**src/rtl/spi_irq_pkg.sv**
```systemverilog
package spi_irq_pkg;
  localparam int NUM_FLAGS = 3;
  localparam int FLG_OVRN  = 0;
  localparam int FLG_SPI   = 1;
  localparam int FLG_RXFF  = 2;

  typedef enum logic {
    SCHEME_LEGACY = 1'b0,
    SCHEME_QUEUED = 1'b1
  } scheme_e;
endpackage

```
**src/rtl/spi_irq_flag.sv**
```systemverilog
module spi_irq_flag (
  input  logic clk,
  input  logic rst_n,
  input  logic set,
  input  logic clr,
  output logic q
);
  always_ff @(posedge clk) begin
    if (!rst_n) q <= 1'b0;
    else if (set) q <= 1'b1;
    else if (clr) q <= 1'b0;
  end

  AST_FLAG_SET_WINS: assert property (@(posedge clk) disable iff (!rst_n)
    set |=> q);
  AST_FLAG_CLEARS: assert property (@(posedge clk) disable iff (!rst_n)
    (clr && !set) |=> !q);
  AST_FLAG_HOLDS: assert property (@(posedge clk) disable iff (!rst_n)
    (!clr && !set) |=> $stable(q));
endmodule

```
**src/rtl/spi_irq_lvl_reg.sv**
```systemverilog
module spi_irq_lvl_reg #(
  parameter int          CNT_W   = 5,
  parameter logic [CNT_W-1:0] RST_VAL = '0
) (
  input  logic             clk,
  input  logic             rst_n,
  input  logic             we,
  input  logic [CNT_W-1:0] d,
  output logic [CNT_W-1:0] q
);
  always_ff @(posedge clk) begin
    if (!rst_n) q <= RST_VAL;
    else if (we) q <= d;
  end

  AST_LVL_LOADS: assert property (@(posedge clk) disable iff (!rst_n)
    we |=> (q == $past(d)));
endmodule

```
**src/rtl/spi_irq_level_cmp.sv**
```systemverilog
module spi_irq_level_cmp #(
  parameter int CNT_W   = 5,
  parameter bit AT_LEAST = 1'b1
) (
  input  logic             en,
  input  logic [CNT_W-1:0] fill,
  input  logic [CNT_W-1:0] level,
  output logic             hit
);
  logic cmp;
  generate
    if (AT_LEAST) begin : g_ge
      assign cmp = (fill >= level);
    end else begin : g_le
      assign cmp = (fill <= level);
    end
  endgenerate
  assign hit = en & cmp;
endmodule

```
**src/rtl/spi_irq_gen.sv**
```systemverilog
module spi_irq_gen
  import spi_irq_pkg::*;
#(
  parameter int CNT_W = 5
) (
  input  logic             clk,
  input  logic             rst_n,
  input  logic             fifo_mode,
  input  logic [CNT_W-1:0] rx_fill,
  input  logic [CNT_W-1:0] tx_fill,
  input  logic             rx_lvl_we,
  input  logic [CNT_W-1:0] rx_lvl_wdata,
  input  logic             tx_lvl_we,
  input  logic [CNT_W-1:0] tx_lvl_wdata,
  input  logic             ovrn_ie,
  input  logic             spi_ie,
  input  logic             rxff_ie,
  input  logic             txff_ie,
  input  logic             ev_rx_ovrn,
  input  logic             ev_rx_word,
  input  logic             ev_tx_empty,
  input  logic             ev_rxff_ovf,
  input  logic             clr_ovrn,
  input  logic             clr_spi,
  input  logic             clr_rxff_ovf,
  output logic             flag_ovrn,
  output logic             flag_spi,
  output logic             flag_rxff_ovf,
  output logic [CNT_W-1:0] rx_lvl,
  output logic [CNT_W-1:0] tx_lvl,
  output logic             irq_rx,
  output logic             irq_tx
);
  localparam logic [CNT_W-1:0] RX_LVL_RST = '1;
  localparam logic [CNT_W-1:0] TX_LVL_RST = '0;

  scheme_e scheme;
  assign scheme = scheme_e'(fifo_mode);

  logic [NUM_FLAGS-1:0] flag_set, flag_clr, flag_q;
  logic                 legacy_rx, queued_rx, queued_tx;

  always_comb begin
    flag_set           = '0;
    flag_set[FLG_OVRN] = (scheme == SCHEME_LEGACY) & ev_rx_ovrn;
    flag_set[FLG_SPI]  = (scheme == SCHEME_LEGACY) & (ev_rx_word | ev_tx_empty);
    flag_set[FLG_RXFF] = (scheme == SCHEME_QUEUED) & ev_rxff_ovf;
    flag_clr           = '0;
    flag_clr[FLG_OVRN] = clr_ovrn;
    flag_clr[FLG_SPI]  = clr_spi;
    flag_clr[FLG_RXFF] = clr_rxff_ovf;
  end

  generate
    for (genvar i = 0; i < NUM_FLAGS; i++) begin : g_flag
      spi_irq_flag u_flag (
        .clk  (clk),
        .rst_n(rst_n),
        .set  (flag_set[i]),
        .clr  (flag_clr[i]),
        .q    (flag_q[i])
      );
    end
  endgenerate

  spi_irq_lvl_reg #(.CNT_W(CNT_W), .RST_VAL(RX_LVL_RST)) u_rx_lvl (
    .clk(clk), .rst_n(rst_n), .we(rx_lvl_we), .d(rx_lvl_wdata), .q(rx_lvl)
  );
  spi_irq_lvl_reg #(.CNT_W(CNT_W), .RST_VAL(TX_LVL_RST)) u_tx_lvl (
    .clk(clk), .rst_n(rst_n), .we(tx_lvl_we), .d(tx_lvl_wdata), .q(tx_lvl)
  );

  spi_irq_level_cmp #(.CNT_W(CNT_W), .AT_LEAST(1'b1)) u_rx_cmp (
    .en(rxff_ie), .fill(rx_fill), .level(rx_lvl), .hit(queued_rx)
  );
  spi_irq_level_cmp #(.CNT_W(CNT_W), .AT_LEAST(1'b0)) u_tx_cmp (
    .en(txff_ie), .fill(tx_fill), .level(tx_lvl), .hit(queued_tx)
  );

  assign legacy_rx = (flag_q[FLG_OVRN] & ovrn_ie) | (flag_q[FLG_SPI] & spi_ie);

  always_comb begin
    if (scheme == SCHEME_QUEUED) begin
      irq_rx = queued_rx;
      irq_tx = queued_tx;
    end else begin
      irq_rx = legacy_rx;
      irq_tx = 1'b0;
    end
  end

  assign flag_ovrn     = flag_q[FLG_OVRN];
  assign flag_spi      = flag_q[FLG_SPI];
  assign flag_rxff_ovf = flag_q[FLG_RXFF];

  AST_LEGACY_RX_NEEDS_FLAG: assert property (@(posedge clk) disable iff (!rst_n)
    (!fifo_mode && !flag_ovrn && !flag_spi) |-> !irq_rx);
  AST_QUEUED_NO_LEGACY_SET: assert property (@(posedge clk) disable iff (!rst_n)
    fifo_mode |=> !$rose(flag_spi));
  AST_LEGACY_NO_OVF_SET: assert property (@(posedge clk) disable iff (!rst_n)
    !fifo_mode |=> !$rose(flag_rxff_ovf));
  AST_TX_QUIET_LEGACY: assert property (@(posedge clk) disable iff (!rst_n)
    !fifo_mode |-> !irq_tx);
endmodule

```
**config.mk**
```make
export PLATFORM = sky130hd
export DESIGN_NAME = spi_irq_gen
export DESIGN_NICKNAME = d
export VERILOG_FILES = /design/src/rtl/spi_irq_pkg.sv /design/src/rtl/spi_irq_flag.sv /design/src/rtl/spi_irq_lvl_reg.sv /design/src/rtl/spi_irq_level_cmp.sv /design/src/rtl/spi_irq_gen.sv
export SDC_FILE = /design/constraint.sdc
export NUM_CORES = 1
export LEC_CHECK = 0
export BUFFER_PORTS_ARGS = -buffer_cell sky130_fd_sc_hd__buf_2
export CAP_MARGIN = 20
export CORE_MARGIN = 2
export CORE_UTILIZATION = 36
export DETAILED_ROUTE_END_ITERATION = 7
export PLACE_DENSITY = 0.74
export SLEW_MARGIN = 30
export SYNTH_ARGS = -nofsm -noshare
export SYNTH_HDL_FRONTEND = slang
export SYNTH_SLANG_ARGS = --single-unit
```
**constraint.sdc**
```tcl
create_clock -name clk -period 1.2 [get_ports clk]
set_input_delay 0.12 -clock clk [delete_from_list [all_inputs] [get_ports clk]]
set_output_delay 0.12 -clock clk [all_outputs]
set_load 0.05 [all_outputs]
```
# ---- Word level (Yosys, flattened, before mapping)
# Index checks and enable logic that the tools add are counted.
dict set report word_totals {
  register_bits 13
  latchBits 0
  ramBits 0
  romBits 0
  out_inout_bits 15
  word_cells 28
  n_memories 0
}
dict set report classes {
  addsub 0
  n_mul 0
  div_mod_pow 0
  order_cmp 2
  eq_ne 0
  shifts 0
  n_mux 8
  bitwise 10
  n_reduce_logical 3
}
# cell n
set op_table {}
lappend op_table {{1-bit 2-to-1 mux} 8}
lappend op_table {{1-bit AND} 7}
lappend op_table {{2-bit nonzero test} 3}
lappend op_table {{5-bit >= comparator} 1}
lappend op_table {{5-bit less-or-equal comparator} 1}
lappend op_table {{1-bit OR} 2}
lappend op_table {{1-bit inverter} 1}

# ---- Logic depth before layout (Yosys ltp)
dict set report depth {
  depth_word 3
  mapped_depth 5
  mapped_depth_nobuf 5
}

# ---- Cells and area by module
# Synthesis repeated with hierarchy kept, for this count alone.
dict set report hier_totals {
  hier_cells 85
  hier_area_um2 788.3
}
# module instances cells_each area_each_um2 seq_area_each_um2
set by_module_without_submodules {}
lappend by_module_without_submodules {{spi_irq_lvl_reg at u_tx_lvl} 1 16 192.7 100.1}
lappend by_module_without_submodules {{spi_irq_lvl_reg at u_rx_lvl} 1 16 180.2 100.1}
lappend by_module_without_submodules {{spi_irq_level_cmp at u_tx_cmp} 1 19 126.4 0.0}
lappend by_module_without_submodules {spi_irq_flag 3 3 41.3 20.0}
lappend by_module_without_submodules {{spi_irq_level_cmp at u_rx_cmp} 1 17 122.6 0.0}
lappend by_module_without_submodules {spi_irq_gen 1 8 42.5 0.0}

# ---- Least setup slack after synthesis
# Ideal clock, no wire load.
dict set report synth_path {
  path_kind {register -> output}
  startpoint {register u_tx_lvl.q[4]}
  endpoint {output port irq_tx}
  arrival_ns 2.565
  setup_slack_ns -1.485
  path_stages_with_launch 5
  cell_sequence {dfxtp_1 inv_1 ha_1 a211o_1 o32ai_1}
}
dict set report synth_via {
  elab_chain_cells 3
}
# item line_no
set synth_lines {}
lappend synth_lines {{start, declared} spi_irq_lvl_reg.sv:9} ;# output logic [CNT_W-1:0] q
lappend synth_lines {{start signal, assigned} spi_irq_lvl_reg.sv:12} ;# if (!rst_n) q <= RST_VAL;
lappend synth_lines {{start signal, assigned} spi_irq_lvl_reg.sv:13} ;# else if (we) q <= d;
lappend synth_lines {{5-bit less-or-equal comparator} spi_irq_level_cmp.sv:15} ;# assign cmp = (fill <= level);
lappend synth_lines {{1-bit AND} spi_irq_level_cmp.sv:18} ;# assign hit = en & cmp;
lappend synth_lines {{1-bit 2-to-1 mux} spi_irq_gen.sv:83} ;# if (scheme == SCHEME_QUEUED) begin
lappend synth_lines {{end, declared} spi_irq_gen.sv:32} ;# output logic irq_tx
# No other way between the ends.

# ---- Worst setup path in the final report
dict set report layout_path {
  startpoint {register u_tx_lvl.q[2]}
  endpoint {output port irq_tx}
}
# The elaborated chain is that of the path after synthesis.

==> results.yml <==
die:
  rows: 16
  die_y_um: 49.6
  io_pins: 51
  die_x_um: 49.6
  die_area_um2: 2460
  start_util: 0.381
  core_area_um2: 1960
worst_setup_path:
  cpMaxStageDelayCell: "dfxtp_4"
  slowest_delay_ns: 0.35
  cp_max_fo: 2
  cp_top_family: "compound AO/OA/AOI/OAI gates"
  worstPathRequired_ns: 1.08
  path_class: "reg2out"
  worstSetupEndpointType: "output pin"
  cp_cell_sequence: "inv_2, ha_4, a21oi_1, nor2_1, o32ai_4, buf_6"
  start_kind: "register"
  path_buf_inv: 2
  worst_ep_arrival_time_ns: 1.57
power:
  p_sw_frac: 0.353
  vdd_drop_max_uv: 827
  p_int_w: 0.000775
  switchingPower_w: 0.000422
  p_per_area_nw_per_um2: 901
  leakage_nw: 0.641
  p_comb_frac: 0.383
  clkPwrFrac: 0.223
  seq_power_share: 0.395
finish:
  num-fill-cells: 169
  multiInputGateArea_um2: 582
  final_cell_count_no_fill: 171
  ff_latch_area_um2: 292
  num_antenna_cells: 0
  layout-drive-gt1-share: 0.653
  finish.utilization: 0.677
  final_nets: 191
  areaGrowthSynthToFinish_pct: 77.6
  fin_area_um2: 1330
synth:
  synthCells: 85
  seq_area_frac_synth: 0.348
  yosysWarningCount: 0
  synthDistinctLibCells: 27
  syn_area_per_cell_um2: 8.80
  synth_area_um2: 748
  ys_seq_elements: 13
  synth_fp_nets: 131
placement:
  dpl.hpwl_um: 1610
  preCtsSetupSlack_ns: -0.312
  post_dp_cell_area_um2: 1220
  gp_congestion: 0.735
  place_inst: 166
  io_buffers: 50
global_routing:
  grt_usage: 0.169
  antenna_found_initial: 0
  grt_pass1_vias: 760
  grt_max_degree: 14
  grt_pass1_wl_um: 3250
  gr-total-overflow: 0
cts:
  cts-root-buf: "clkbuf_4"
  clk_pin_slew_ns: 0.09
  cts_max_level: 1
  cts_tree: "yes"
  clock_latency_ns: 0.27
  clockBufferDepth: 2
  cts_buffers: 3
  cts.sinks: 13
  ctsHoldBuffers: 0
timing:
  finalSetupViolations: 2
  setup_tns_ns: -0.943
  skew_ns: 0
  finalCriticalPeriod_ns: 1.69
  fmax_mhz: 590
  timing.final.crit_share: 1.41
  relSlewSlack: 0.794
  slew_violations: 0
  hold_violations: 0
  rsz0062_at_grt: "true"
  finalWorstSetupSlack_ns: -0.494
  tightest_slew_ns: 0.309
route:
  drt_iter0_drc: 0
  wire_per_inst_um: 11.9
  viasPerCell: 4.58
  drcViolationCount: 0
  vias: 784
  drtAntennaViolNets: 0
  routed_wirelength_um: 2040
  first_pass_iters: 1
job:
  cap_violations: 0
outcome:
  violations: "setup timing"
  status: "complete, but fails checks"
min_path:
  min_path_type: "in2reg"
## per-layer routing
metal | share of wire | vias up | track usage
met2 | 0.55 | 26 | 0.316
met4 | 0.010 | 0 | 0.0694
met1 | 0.39 | 350 | 0.193
met5 | 0 | - | 0
met3 | 0.050 | 2 | 0.0152
li1 | - | 406 | -
## cells by family (layout without fill, tap and decap cells)
group                      count (synthesis)  after routing  share of synthesized area
buffers and inverters                     17             76                     0.0920
adders and majority gates                 10             10                      0.167
muxes                                      6              6                     0.0803
DFF                                       13             13                      0.348
AOI/OAI and AO/OA                         15             15                      0.145
and+or+nand+nor                           24             24                      0.167
## state kept, by name, summed over array words and instances (netlist names)
register / cells
u_rx_lvl.q: 5
g_flag.u_flag.q: 3
u_tx_lvl.q: 5
## timing repair
action                     in CTS  in global routing
pin swaps                       4                  3
buffers inserted                1                  1
setup endpoints to repair       2                  3
resized for setup               9                  5
## cells in the final DEF (no fill, tap or decap), types with 4 or more instances in the layout
master,n
ha_4,8
inv_1,6
buf_2,47
o211ai_1,4
mux2i_1,6
dfxtp_4,8
inv_2,5
nand2_1,7
dfxtp_1,4
nor2b_1,5
buf_4,9
## power by group through the flow
stage	Combinational, W	Sequential (W)	Clock (W)
floorplan	0.000175	0.000578	0
global placement	0.000404	0.000480	0
detailed placement	0.000413	0.000481	0
CTS	0.000445	0.000472	0.000275
global route	0.000499	0.000476	0.000299
finish	0.000458	0.000472	0.000266
## Yosys cell counts
master    instances  share of area
buf_2             1         0.0067
o221ai_1          1          0.012
ha_1             10           0.17
a21oi_1           1         0.0067
inv_1            13          0.065
nor2b_1           5          0.042
a22oi_1           1          0.010
o32ai_1           1          0.012
a211oi_1          1          0.010
dfxtp_1          13           0.35
nor2_1            3          0.015
nand4_1           1         0.0084
nand2_1           7          0.035
nand2_2           1         0.0084
clkbuf_1          2          0.010
and4_1            1          0.012
o22ai_1           2          0.017
and2_1            2          0.017
a21boi_0          1          0.010
a21o_1            1          0.010
o211ai_1          4          0.040
o21ai_1           1         0.0067
buf_4             1          0.010
mux2i_1           6          0.080
a211o_1           1          0.012
nand2b_1          2          0.017
nand3_1           2          0.013
## worst paths after layout
kind	from	end	slack [ns]	cells past startpoint
setup / recovery	u_tx_lvl.q[2]$_SDFFE_PN0P_	irq_tx	-0.49	6
hold / removal	rx_lvl_wdata[4]	u_rx_lvl.q[4]$_SDFFE_PN1P_	0.06	3
setup reg to reg	u_rx_lvl.q[0]$_SDFFE_PN1P_	u_rx_lvl.q[0]$_SDFFE_PN1P_	0.30	4
hold reg to reg	g_flag[2].u_flag.q$_SDFFE_PN0P_	g_flag[2].u_flag.q$_SDFFE_PN0P_	0.50	2
## stage by stage
| step | hold WS [ns] | total power (W) |
|---|---|---|
| finish | 0.0570 | 0.00120 |
| global route | 0.0717 | 0.00127 |
| CTS | 0.0531 | 0.00119 |
| detailed placement | 0.335 | 0.000894 |
| global placement | 0.333 | 0.000884 |
| floorplan | 0.245 | 0.000754 |
## worst register-to-register path, stage by stage (launching register included)
cell and delay, ns:
dfxtp_4 0.35, buf_4 0.13, buf_4 0.13, mux2i_1 0.11, nand2_1 0.06
## layout make-up
class,instances,area share
Multi-Input combinational cell,55,0.438
Timing Repair Buffer,59,0.256
Sequential cell,13,0.219
Inverter,13,0.0405
Tap cell,27,0.0254
Clock buffer,3,0.0169
Clock inverter,1,0.00377
Note: power is estimated with default switching activity, not from simulation.
